[config.mk]
export PLATFORM = sky130hd
export DESIGN_NAME = core_timer_prescaler
export DESIGN_NICKNAME = d
export VERILOG_FILES = /design/src/rtl/cpt_pkg.sv /design/src/rtl/cpt_regs.sv /design/src/rtl/cpt_frac_div.sv /design/src/rtl/cpt_counter.sv /design/src/rtl/core_timer_prescaler.sv
export SDC_FILE = /design/constraint.sdc
export NUM_CORES = 1
export LEC_CHECK = 0
export BUFFER_PORTS_ARGS = -buffer_cell sky130_fd_sc_hd__buf_2
export CAP_MARGIN = 20
export CORE_MARGIN = 1
export CORE_UTILIZATION = 55
export CTS_CLUSTER_SIZE = 10
export DETAILED_ROUTE_END_ITERATION = 8
export HOLD_SLACK_MARGIN = 0.03
export PLACE_DENSITY = 0.77
export SKIP_LAST_GASP = 1
export SYNTH_ARGS = -nofsm -noshare
export SYNTH_HDL_FRONTEND = slang
export SYNTH_HIERARCHICAL = 1
export SYNTH_SLANG_ARGS = --single-unit
[constraint.sdc]
create_clock -name clk_i -period 4.7 [get_ports clk_i]
set_clock_uncertainty 0.2 [all_clocks]
set_input_delay 0.94 -clock clk_i [delete_from_list [all_inputs] [get_ports clk_i]]
set_output_delay 0.94 -clock clk_i [all_outputs]
set_load 0.02 [all_outputs]
[src/rtl/cpt_pkg.sv]
package cpt_pkg;

  typedef enum logic {
    REG_CTRL  = 1'b0,
    REG_PRESC = 1'b1
  } cpt_reg_e;

  typedef struct packed {
    logic dbl_step;
    logic alt_src;
  } cpt_ctrl_t;

  localparam int unsigned SRC_BIT_DEF  = 8;
  localparam int unsigned STEP_BIT_DEF = 9;

endpackage

[src/rtl/cpt_regs.sv]
module cpt_regs
  import cpt_pkg::*;
#(
  parameter int unsigned DATA_W   = 32,
  parameter int unsigned SRC_BIT  = SRC_BIT_DEF,
  parameter int unsigned STEP_BIT = STEP_BIT_DEF
) (
  input  logic              clk_i,
  input  logic              rst_ni,
  input  logic              we_i,
  input  logic              addr_i,
  input  logic [DATA_W-1:0] wdata_i,
  output logic [DATA_W-1:0] rdata_o,
  output cpt_ctrl_t         ctrl_o,
  output logic [DATA_W-1:0] presc_o,
  output logic              presc_wr_o
);

  cpt_ctrl_t         ctrl_q;
  logic [DATA_W-1:0] presc_q;
  logic              ctrl_wr;

  assign ctrl_wr    = we_i && (cpt_reg_e'(addr_i) == REG_CTRL);
  assign presc_wr_o = we_i && (cpt_reg_e'(addr_i) == REG_PRESC);

  always_ff @(posedge clk_i or negedge rst_ni) begin
    if (!rst_ni) begin
      ctrl_q  <= '0;
      presc_q <= '0;
    end else begin
      if (ctrl_wr) begin
        ctrl_q.alt_src  <= wdata_i[SRC_BIT];
        ctrl_q.dbl_step <= wdata_i[STEP_BIT];
      end
      if (presc_wr_o) presc_q <= wdata_i;
    end
  end

  always_comb begin
    rdata_o = '0;
    unique case (cpt_reg_e'(addr_i))
      REG_CTRL: begin
        rdata_o[SRC_BIT]  = ctrl_q.alt_src;
        rdata_o[STEP_BIT] = ctrl_q.dbl_step;
      end
      REG_PRESC: rdata_o = presc_q;
      default:   rdata_o = '0;
    endcase
  end

  assign ctrl_o  = ctrl_q;
  assign presc_o = presc_q;

endmodule

[src/rtl/cpt_frac_div.sv]
module cpt_frac_div #(
  parameter int unsigned PRE_W = 32
) (
  input  logic             clk_i,
  input  logic             rst_ni,
  input  logic             en_i,
  input  logic             clr_i,
  input  logic [PRE_W-1:0] presc_i,
  output logic             inc_o
);

  localparam logic [PRE_W:0] UNITY = (PRE_W+1)'(1) << (PRE_W-1);

  logic [PRE_W-1:0] acc_q;
  logic [PRE_W:0]   sum;
  logic [PRE_W:0]   presc_x;
  logic             stopped;
  logic             sat;
  logic             hit;

  assign presc_x = {1'b0, presc_i};
  assign stopped = (presc_i == '0);
  // at or above 1:1 the rate is capped at one increment per strobe
  assign sat     = !stopped && (presc_x <= UNITY);
  assign sum     = {1'b0, acc_q} + UNITY;
  assign hit     = (sum >= presc_x);
  assign inc_o   = en_i && !stopped && (sat || hit);

  always_ff @(posedge clk_i or negedge rst_ni) begin
    if (!rst_ni) begin
      acc_q <= '0;
    end else if (clr_i) begin
      acc_q <= '0;
    end else if (en_i && !stopped && !sat) begin
      acc_q <= hit ? PRE_W'(sum - presc_x) : sum[PRE_W-1:0];
    end
  end

endmodule

[src/rtl/cpt_counter.sv]
module cpt_counter #(
  parameter int unsigned CNT_W = 64
) (
  input  logic             clk_i,
  input  logic             rst_ni,
  input  logic             inc_i,
  input  logic             dbl_i,
  output logic [CNT_W-1:0] cnt_o,
  output logic             tick_o
);

  logic [CNT_W-1:0] cnt_q;
  logic             tick_q;
  logic [CNT_W-1:0] step;

  assign step = dbl_i ? CNT_W'(2) : CNT_W'(1);

  always_ff @(posedge clk_i or negedge rst_ni) begin
    if (!rst_ni) begin
      cnt_q  <= '0;
      tick_q <= 1'b0;
    end else begin
      tick_q <= inc_i;
      if (inc_i) cnt_q <= cnt_q + step;
    end
  end

  assign cnt_o  = cnt_q;
  assign tick_o = tick_q;

endmodule

[src/rtl/core_timer_prescaler.sv]
module core_timer_prescaler
  import cpt_pkg::*;
#(
  parameter int unsigned CNT_W = 64,
  parameter int unsigned PRE_W = 32
) (
  input  logic             clk_i,
  input  logic             rst_ni,
  input  logic             xtal_tick_i,
  input  logic             bus_tick_i,
  input  logic             reg_we_i,
  input  logic             reg_addr_i,
  input  logic [PRE_W-1:0] reg_wdata_i,
  output logic [PRE_W-1:0] reg_rdata_o,
  output logic [CNT_W-1:0] timer_o,
  output logic             tick_o
);

  cpt_ctrl_t        ctrl;
  logic [PRE_W-1:0] presc_q;
  logic             presc_wr;
  logic             alt_src;
  logic             dbl_step;
  logic             src_stb;
  logic             inc;

  cpt_regs #(
    .DATA_W  (PRE_W),
    .SRC_BIT (SRC_BIT_DEF),
    .STEP_BIT(STEP_BIT_DEF)
  ) i_regs (
    .clk_i     (clk_i),
    .rst_ni    (rst_ni),
    .we_i      (reg_we_i),
    .addr_i    (reg_addr_i),
    .wdata_i   (reg_wdata_i),
    .rdata_o   (reg_rdata_o),
    .ctrl_o    (ctrl),
    .presc_o   (presc_q),
    .presc_wr_o(presc_wr)
  );

  assign alt_src  = ctrl.alt_src;
  assign dbl_step = ctrl.dbl_step;
  assign src_stb  = alt_src ? bus_tick_i : xtal_tick_i;

  cpt_frac_div #(
    .PRE_W(PRE_W)
  ) i_div (
    .clk_i  (clk_i),
    .rst_ni (rst_ni),
    .en_i   (src_stb),
    .clr_i  (presc_wr),
    .presc_i(presc_q),
    .inc_o  (inc)
  );

  cpt_counter #(
    .CNT_W(CNT_W)
  ) i_cnt (
    .clk_i (clk_i),
    .rst_ni(rst_ni),
    .inc_i (inc),
    .dbl_i (dbl_step),
    .cnt_o (timer_o),
    .tick_o(tick_o)
  );

endmodule

==> qor.csv, run 1 <==
metric,value,unit
"slowest stage delay, CP",0.46,ns
min-delay worst type,reg -> reg,
Die Span Y,124,µm
Post-synth EDFFs,0,
post-synthesis sequential area ratio,40.3,%
post-synthesis async set-or-reset flop share,100,%
routability cong.,0.895,
num rows,44,
Post-Syn Instances,804,
Final Cycle Share,87.1,%
ys flop type,dfrtp_1,
Worst-Skew Late Latency,0.42,ns
Avg Vias per Cell,5.67,
NetSw,0.00176,W
TNS Setup,0,ns
Int Pwr,0.00294,W
Yosys cell types,68,
Rel. slew slack,39.0,%
largest net degree at the start of global routing,77,
post-cts sizing count,0,
via count,6462,
CP arrival,4.23,ns
Synth top cells by count,"dfrtp_1 (131), nor2_1 (61), xor2_1 (58)",
met2 Track Usage GR,45.5,%
Starting Density,56.1,%
Final Util,65.7,%
mapped cell area,0.00813,mm²
Critical Path Start Type,flop,
fin crit period,4.09,ns
PD cells,494,mW/mm²
unrepaired setup endpoints after global routing,false,
layout cells sized above 1,26.3,%
maximum vdd drop,0.300,mV
initial antenna violation count,0,
met1 Resource Use GR,33.8,%
CTS Hold Bufs,0,
main area contributors after synthesis,"dfrtp_1 (40%), xor2_1 (6.2%), mux2_4 (5.7%)",
CTS tree,yes,
Remaining DRCs,0,
Worst path slowest cell,nor2b_1,
placed cells,1107,
drt first-iter violations,439,
CP Capture Type,flop,
LEAKAGE,4.90,nW
sequential share of power,31.6,%
postcts setup bufs,0,
maxcap violations,0,
chip width,124,µm
Post-Syn Nets,879,
clock sink count,131,
cell with the most instances after synthesis,dfrtp_1,
"area leader, netlist",dfrtp_1,
share of the synthesized area in the top cell type,40.3,%
All-Layer GR Usage,26.9,%
Clock Path Buffers,2,
Critical Path RT,4.83,ns
total die area,0.0153,mm²
global-route wire length before repair,31.4,mm
final worst slack,0.606,ns
status,finished clean,
Yosys warnings,6,
routed len/inst,17.1,µm
GRT busiest layer,met2,
crit path max fanout,9,
Setup Viol. Count Final,0,
Ant. Diodes,0,
design area,0.00951,mm²
actual slew at the worst max-slew pin,0.913,ns
clock power share,27.2,%
CORE AREA,0.0145,mm²
drt total wl,19.5,mm
area post-placement,0.00895,mm²
I/O pin total,135,
DP Worst Slack,0.768,ns
number of port buffers,134,
final hold violation count,0,
total grt overflow,0,
Final HPWL DP,14.0,mm
Max Clock Freq,244,MHz
H-tree Lvls,4,
clock-pin slew on the worst setup and hold paths,0.06,ns
CTS root buf,clkbuf_16,
WS Path Type,reg -> reg,
vias in the first global route,6235,
CTS Buf Count,17,
"Slew Viols, Final",0,
critical-path cell list,inv_1 > ha_1 > and3_1 > nand2_1 > nor4_1 > a31oi_1 > o211ai_2 > nor2_1 > a21oi_1 > buf_4 > and2_1 > nor2b_1 > nand4_1 > nor3_1 > xor2_1,
area delta synth->final,17.0,%
"Cell Count, Final, Fillers Out",1139,
number of routed nets with antenna violations,0,
Mean Syn Cell Area,10.1,µm²
GRT met3 Usage,6.82,%
DRT Pass-1 Iters,5,
combinational power share,41.1,%
sw frac,37.4,%
Final #Nets,1017,
"FF+latch count, synth",131,
-- through the flow --
step,hold WS (ns),total power (W)
floorplan,0.260,0.00297
global route,0.315,0.00500
finish,0.291,0.00470
CTS,0.291,0.00470
detailed placement,0.282,0.00339
global placement,0.276,0.00335
-- cell type report --
cell class | instances | area, µm²
clock inverters | 12 | 131
repair buffers | 141 | 729
inverters | 52 | 195
flip-flops and latches | 131 | 3280
multi-input cells | 599 | 4510
fillers | 1159 | 4960
clock buffers | 20 | 437
well taps | 184 | 230
-- power by group through the flow --
stage               Combinational, W  Clock [W]  Sequential, W
detailed placement           0.00189          0        0.00150
global placement             0.00185          0        0.00150
floorplan                    0.00148          0        0.00149
CTS                          0.00191    0.00130        0.00149
global route                 0.00213    0.00135        0.00152
finish                       0.00193    0.00128        0.00149
-- cells by family after synthesis --
kind of cell / Yosys count / share of synthesized area, %
mux: 60 / 9.42
flops: 131 / 40.3
compound gates: 108 / 9.47
fa+ha+maj: 37 / 5.88
buf+inv: 74 / 4.25
simple gates: 306 / 21.2
xor+xnor: 88 / 9.48
-- worst max-delay path: cells and delay by family (launching register included) --
family / cells / cell delay, ns
xor+xnor: 1 / 0.19
simple gates: 8 / 2.10
compound gates: 3 / 0.44
flops: 1 / 0.41
buf+inv: 2 / 0.26
fa+ha+maj: 1 / 0.41
-- cells in the final DEF, fill, tap and decap left out, types with 6 or more instances in the layout --
| cell type | synthesis | final |
|---|---|---|
| nand2b_1 | 11 | 11 |
| a31oi_1 | 8 | 8 |
| buf_4 | 2 | 7 |
| nor3_1 | 24 | 24 |
| o22ai_1 | 6 | 6 |
| a21o_1 | 7 | 7 |
| o21ai_0 | 17 | 17 |
| clkbuf_16 | 0 | 17 |
| xor2_1 | 58 | 58 |
| a21oi_1 | 29 | 29 |
| dfrtp_1 | 131 | 131 |
| nor2_1 | 61 | 61 |
| nor4_2 | 7 | 7 |
| mux2_4 | 31 | 31 |
| ha_1 | 35 | 35 |
| mux2i_1 | 21 | 21 |
| buf_2 | 6 | 133 |
| nand3_1 | 29 | 29 |
| nand2_1 | 56 | 56 |
| and2_1 | 34 | 34 |
| inv_1 | 52 | 52 |
| xnor2_1 | 30 | 30 |
| nor4_1 | 15 | 15 |
| mux2_2 | 8 | 8 |
| and3_1 | 11 | 11 |
| nand4_1 | 22 | 22 |
-- registers in the layout, summed over array words and instances (netlist names) --
signal	count
i_cnt/cnt_o	64
i_cnt/tick_o	1
i_div/acc_q	32
i_regs/ctrl_o	2
i_regs/presc_o	32
-- worst paths after layout --
| kind | from | cells past startpoint | slack (ns) | to |
|---|---|---|---|---|
| min in group asynchronous | rst_ni | 1 | 0.33 | i_regs/presc_o[21] |
| worst max register to register | i_regs/presc_o[18] | 15 | 0.61 | i_cnt/cnt_o[22] |
| worst max-delay path | i_regs/presc_o[18] | 15 | 0.61 | i_cnt/cnt_o[22] |
| worst min register to register | i_cnt/cnt_o[45] | 1 | 0.29 | i_cnt/cnt_o[45] |
| worst min-delay path | i_cnt/cnt_o[45] | 1 | 0.29 | i_cnt/cnt_o[45] |
| max in group asynchronous | rst_ni | 2 | 3.10 | i_cnt/cnt_o[20] |
-- routing by layer --
layer  part of all wire (%)  vias to the layer above
met3                    4.9                       23
met5                      0                        -
met2                     50                      152
met1                     43                     3176
met4                    1.5                        0
li1                       -                     3111
Note: power is estimated with default switching activity, not from simulation.
==> run 2: changes to the inputs <==
CELL_PAD_IN_SITES_DETAIL_PLACEMENT = 1   (was not set)
CELL_PAD_IN_SITES_GLOBAL_PLACEMENT = 2   (was not set)
CORE_UTILIZATION = 36   (was 55)
PLACE_DENSITY = 0.79   (was 0.77)
==> qor.csv, run 2 (synthesized netlist as in run 1, its figures left out) <==
metric,value,unit
actual slew at the worst max-slew pin,1.04,ns
status,finished with violations,
largest net degree at the start of global routing,88,
layout cells sized above 1,26.6,%
WHS Path Cells,1,
maximum vdd drop,0.218,mV
global-route wire length before repair,38.2,mm
Worst path slowest cell,ha_1,
area delta synth->final,19.0,%
post-cts sizing count,0,
routed len/inst,18.9,µm
"Slew Viols, Final",0,
Die Span Y,152,µm
clock-pin slew on the worst setup and hold paths,0.06,ns
Reg2Reg Launch Point,i_regs/presc_o[17],
postcts setup bufs,0,
LEAKAGE,4.92,nW
clock sink count,131,
CP top delay family,simple AND/OR/NAND/NOR gates,
Final HPWL DP,17.4,mm
Rel. slew slack,30.4,%
Avg Vias per Cell,5.20,
total die area,0.0232,mm²
max reg flops,64,
reg-to-reg endpoint,i_cnt/cnt_o[22],
CP arrival,4.18,ns
drt first-iter violations,253,
"slowest stage delay, CP",0.44,ns
initial antenna violation count,3,
failing checks,DRC,
crit path max fanout,9,
Starting Density,37.0,%
num rows,54,
CORE AREA,0.0220,mm²
fin crit period,4.03,ns
worst reg-to-reg path cell count,15,
CTS Hold Bufs,0,
All-Layer GR Usage,21.0,%
H-tree Lvls,4,
final hold violation count,0,
Hold Startpoint,i_cnt/cnt_o[45],
number of port buffers,134,
most frequent cells in the layout,"buf_2 (133), dfrtp_1 (131), nor2_1 (61), xor2_1 (58), nand2_1 (56)",
chip width,152,µm
Final Cycle Share,85.8,%
Critical Path Start Type,flop,
routability cong.,0.785,
I/O pin total,135,
Clock Path Buffers,2,
Buf/Inv on CP,2,
Setup Viol. Count Final,0,
CTS root buf,clkbuf_16,
via count,6443,
number of routed nets with antenna violations,0,
CP Capture Type,flop,
"most common cell after layout, fill and taps aside",buf_2,
min-delay worst type,reg -> reg,
total grt overflow,0,
Remaining DRCs,2,
Fillers,2499,
drt total wl,23.4,mm
PD cells,498,mW/mm²
Fin Hold WS,0.291,ns
WS Path Type,reg -> reg,
Critical Path RT,4.85,ns
Final #Nets,1018,
critical-path cell list,inv_1 > ha_1 > and3_1 > nand2_1 > nor4_1 > a31oi_1 > o211ai_2 > nor2_1 > a21oi_1 > buf_4 > and2_1 > nor2b_1 > nand4_1 > nor3_1 > xor2_1,
unrepaired setup endpoints after global routing,false,
CTS tree,yes,
Hold EP,i_cnt/cnt_o[45],
vias in the first global route,6859,
maxcap violations,0,
Worst-Skew Late Latency,0.43,ns
worst reg-to-reg setup slack,0.67,ns
DRT Pass-1 Iters,6,
CTS Buf Count,17,
Max Clock Freq,248,MHz
TNS Setup,0,ns
## run 2: through the flow
stage	area [µm²]	instances	worst slack, ns	total power, W	utilization, %
3_3_place_gp	9070	1204	0.725	0.00343	41.3
5_1_grt	9670	1236	0.321	0.00514	44.0
6_report	9680	1238	0.668	0.00482	44.1
3_5_place_dp	9070	1204	0.647	0.00347	41.3
2_1_floorplan	8130	804	1.33	0.00297	-
4_1_cts	9670	1235	0.626	0.00487	44.0
## run 2: cell type report
type                       count  area (µm²)  share of cell area (%)
inverter                      52         195                    2.02
clock buffer                  20         467                    4.82
tap                          280         350                    3.62
antenna                        3        7.51                  0.0776
timing repair buffer         142         737                    7.62
multi-input combinational    599        4510                    46.6
clock inverter                11         129                    1.33
sequential                   131        3280                    33.9
## run 2: worst reg2reg max path, cell delays in order (launching register included)
cell	delay, ns
dfrtp_1	0.40
inv_1	0.10
ha_1	0.44
and3_1	0.33
nand2_1	0.13
nor4_1	0.35
a31oi_1	0.16
o211ai_2	0.12
nor2_1	0.07
a21oi_1	0.15
buf_4	0.20
and2_1	0.20
nor2b_1	0.42
nand4_1	0.27
nor3_1	0.27
xor2_1	0.16
## run 2: worst max-delay path by stage
stage	from	endpoint	slack, ns	cells after the start
6_report	i_regs/presc_o[17]	i_cnt/cnt_o[22]	0.67	15
5_1_grt	i_regs/presc_o[17]	i_cnt/cnt_o[22]	0.32	15
4_1_cts	i_regs/presc_o[17]	i_cnt/cnt_o[22]	0.63	15
3_5_place_dp	i_regs/presc_o[17]	i_cnt/cnt_o[22]	0.65	15
3_3_place_gp	i_regs/presc_o[17]	i_cnt/cnt_o[22]	0.73	15
2_1_floorplan	i_regs/presc_o[1]	i_cnt/cnt_o[60]	1.33	15
## run 2: power breakdown
group / internal, W / switching [W]
Sequential: 0.00132 / 0.000175
Combinational: 0.000847 / 0.00112
Clock: 0.000823 / 0.000537
Total: 0.00299 / 0.00183
## run 2: per-layer routing
metal	up-vias	routed length (µm)	GRT usage, %
li1	3106	-	-
met1	3213	10700	26.7
met2	97	11600	35.8
met3	27	705	3.90
met4	0	422	7.09
met5	-	0	0
==> run 3: changes to the inputs <==
CORE_UTILIZATION = 35   (was 36)
PLACE_DENSITY = 0.8   (was 0.79)
SYNTH_HIERARCHICAL = not set   (was 1)
clock period = 4.5 ns   (was 4.7 ns; I/O delays follow)
==> qor.csv, run 3 <==
metric,value,unit
Post-Syn Nets,928,
sw frac,40.8,%
unrepaired setup endpoints after global routing,false,
CTS tree,yes,
actual slew at the worst max-slew pin,0.907,ns
clock power share,27.4,%
worst reg-to-reg path cell count,12,
chip width,152,µm
Remaining DRCs,0,
"FF+latch count, synth",131,
final worst slack,0.963,ns
drt total wl,22.6,mm
share of the synthesized area in the top cell type,41.8,%
CORE AREA,0.0219,mm²
TNS Setup,0,ns
Int Pwr,0.00311,W
maxcap violations,0,
Yosys cell types,62,
area delta synth->final,19.2,%
crit path max fanout,13,
Critical Path RT,4.64,ns
Final #Nets,1051,
Yosys warnings,0,
DRT Pass-1 Iters,4,
sequential share of power,29.3,%
Rel. slew slack,39.5,%
CTS Buf Count,17,
vias in the first global route,6790,
Avg Vias per Cell,5.21,
clock-pin slew on the worst setup and hold paths,0.06,ns
fin crit period,3.54,ns
All-Layer GR Usage,20.6,%
Post-Syn Instances,853,
Setup Viol. Count Final,0,
Worst-Skew Late Latency,0.43,ns
ys flop type,dfrtp_1,
Hold EP,i_cnt.cnt_o[63],
number of routed nets with antenna violations,0,
LEAKAGE,4.52,nW
I/O pin total,135,
DP Worst Slack,0.963,ns
CP arrival,3.68,ns
final hold violation count,0,
Final Util,42.7,%
WS Path Type,reg -> reg,
post-cts sizing count,0,
number of port buffers,134,
clock sink count,131,
status,finished clean,
Hold Startpoint,i_cnt.cnt_o[63],
Clock Path Buffers,2,
H-tree Lvls,4,
routability cong.,0.780,
Final HPWL DP,16.6,mm
max reg flops,64,
NetSw,0.00214,W
CTS Hold Bufs,0,
layout cells sized above 1,20.0,%
Post-synth EDFFs,0,
Fillers,2573,
Final Power,0.00525,W
combinational power share,43.3,%
num rows,54,
CP Capture Type,flop,
post-synthesis sequential area ratio,41.8,%
"Slew Viols, Final",0,
Die Span Y,152,µm
total grt overflow,0,
global-route wire length before repair,36.6,mm
Critical Path Start Type,flop,
PD cells,562,mW/mm²
routed len/inst,17.8,µm
WHS Path Cells,1,
maximum vdd drop,0.233,mV
"area leader, netlist",dfrtp_1,
Reg2Reg Launch Point,i_regs.presc_o[4],
post-synthesis async set-or-reset flop share,100,%
"most common cell after layout, fill and taps aside",buf_2,
postcts setup bufs,0,
via count,6623,
mapped cell area,0.00784,mm²
Mean Syn Cell Area,9.19,µm²
Synth top cells by count,"dfrtp_1 (131), nand2_1 (96), xnor2_1 (60)",
cell with the most instances after synthesis,dfrtp_1,
CTS root buf,clkbuf_16,
Starting Density,35.8,%
Max Clock Freq,283,MHz
min-delay worst type,reg -> reg,
reg-to-reg endpoint,i_cnt.cnt_o[17],
largest net degree at the start of global routing,92,
worst reg-to-reg setup slack,0.96,ns
total die area,0.0230,mm²
main area contributors after synthesis,"dfrtp_1 (42%), xnor2_1 (6.7%), ha_1 (5.6%)",
Final Cycle Share,78.6,%
most frequent cells in the layout,"buf_2 (133), dfrtp_1 (131), nand2_1 (96), xnor2_1 (60), nor2_1 (56)",
initial antenna violation count,0,
drt first-iter violations,217,
-- run 3: changes by cell type after synthesis, sizes merged, moves of 12 or more --
| cell | before | now |
|---|---|---|
| nand2 | 57 | 96 |
| o21ai | 20 | 57 |
| mux2 | 39 | 3 |
| xnor2 | 30 | 61 |
| xor2 | 58 | 28 |
| and3 | 11 | 24 |
| nor3 | 30 | 17 |
| nand3 | 31 | 43 |
-- run 3: logic make-up after synthesis --
logic type                 count (synthesis)  share of synthesized area [%]
DFF                                      131                           41.8
adders and majority gates                 37                           6.10
muxes                                     27                           3.50
AOI/OAI and AO/OA                        142                           11.0
and+or+nand+nor                          348                           23.1
buffers and inverters                     79                           4.50
xor gates and xnor gates                  89                           10.0
-- run 3: critical path, stage by stage, from the launching register on --
cell     delay [ns]
dfrtp_1        0.38
inv_1          0.08
ha_1           0.40
a21o_1         0.24
a31oi_2        0.20
a21oi_2        0.11
o31ai_2        0.42
a21oi_2        0.14
nor3_2         0.31
or2_1          0.48
inv_2          0.21
nand3_1        0.15
xnor2_1        0.12
-- run 3: cell type report --
class                      count  area, µm²  area share, %
antenna                        1       2.50         0.0268
clock buffer                  18        429           4.59
clock inverter                14        166           1.78
inverter                      42        158           1.69
multi-input combinational    643       4220           45.1
sequential                   131       3280           35.1
tap                          280        350           3.75
timing repair buffer         141        742           7.94
-- run 3: through the flow --
step	hold slack, ns	instance area [µm²]	instances
after floorplan	0.288	7840	853
after global placement	0.273	8740	1237
after detailed placement	0.272	8740	1237
after CTS	0.285	9340	1269
after global routing	0.310	9340	1269
final	0.283	9340	1270
-- run 3: power groups by stage --
stage | logic [W] | registers (W) | clock network (W)
2_1_floorplan | 0.00168 | 0.00156 | 0
3_3_place_gp | 0.00223 | 0.00155 | 0
3_5_place_dp | 0.00227 | 0.00156 | 0
4_1_cts | 0.00229 | 0.00154 | 0.00146
5_1_grt | 0.00256 | 0.00157 | 0.00152
6_report | 0.00227 | 0.00154 | 0.00144
-- run 3: worst max path at each step --
stage	startpoint	to
floorplan	i_div.acc_q[0]	i_div.acc_q[30]
global placement	i_regs.presc_o[4]	i_cnt.cnt_o[13]
detailed placement	i_regs.presc_o[4]	i_cnt.cnt_o[7]
CTS	i_regs.presc_o[4]	i_cnt.cnt_o[7]
global route	i_regs.presc_o[4]	i_cnt.cnt_o[3]
finish	i_regs.presc_o[4]	i_cnt.cnt_o[17]
-- run 3: layer usage --
metal | part of all wire [%] | track usage [%] | vias up
met1 | 48 | 28.2 | 3265
met3 | 3.3 | 3.47 | 19
met4 | 1.2 | 5.25 | 0
met5 | 0 | 0 | -
met2 | 47 | 33.5 | 128
li1 | - | - | 3211
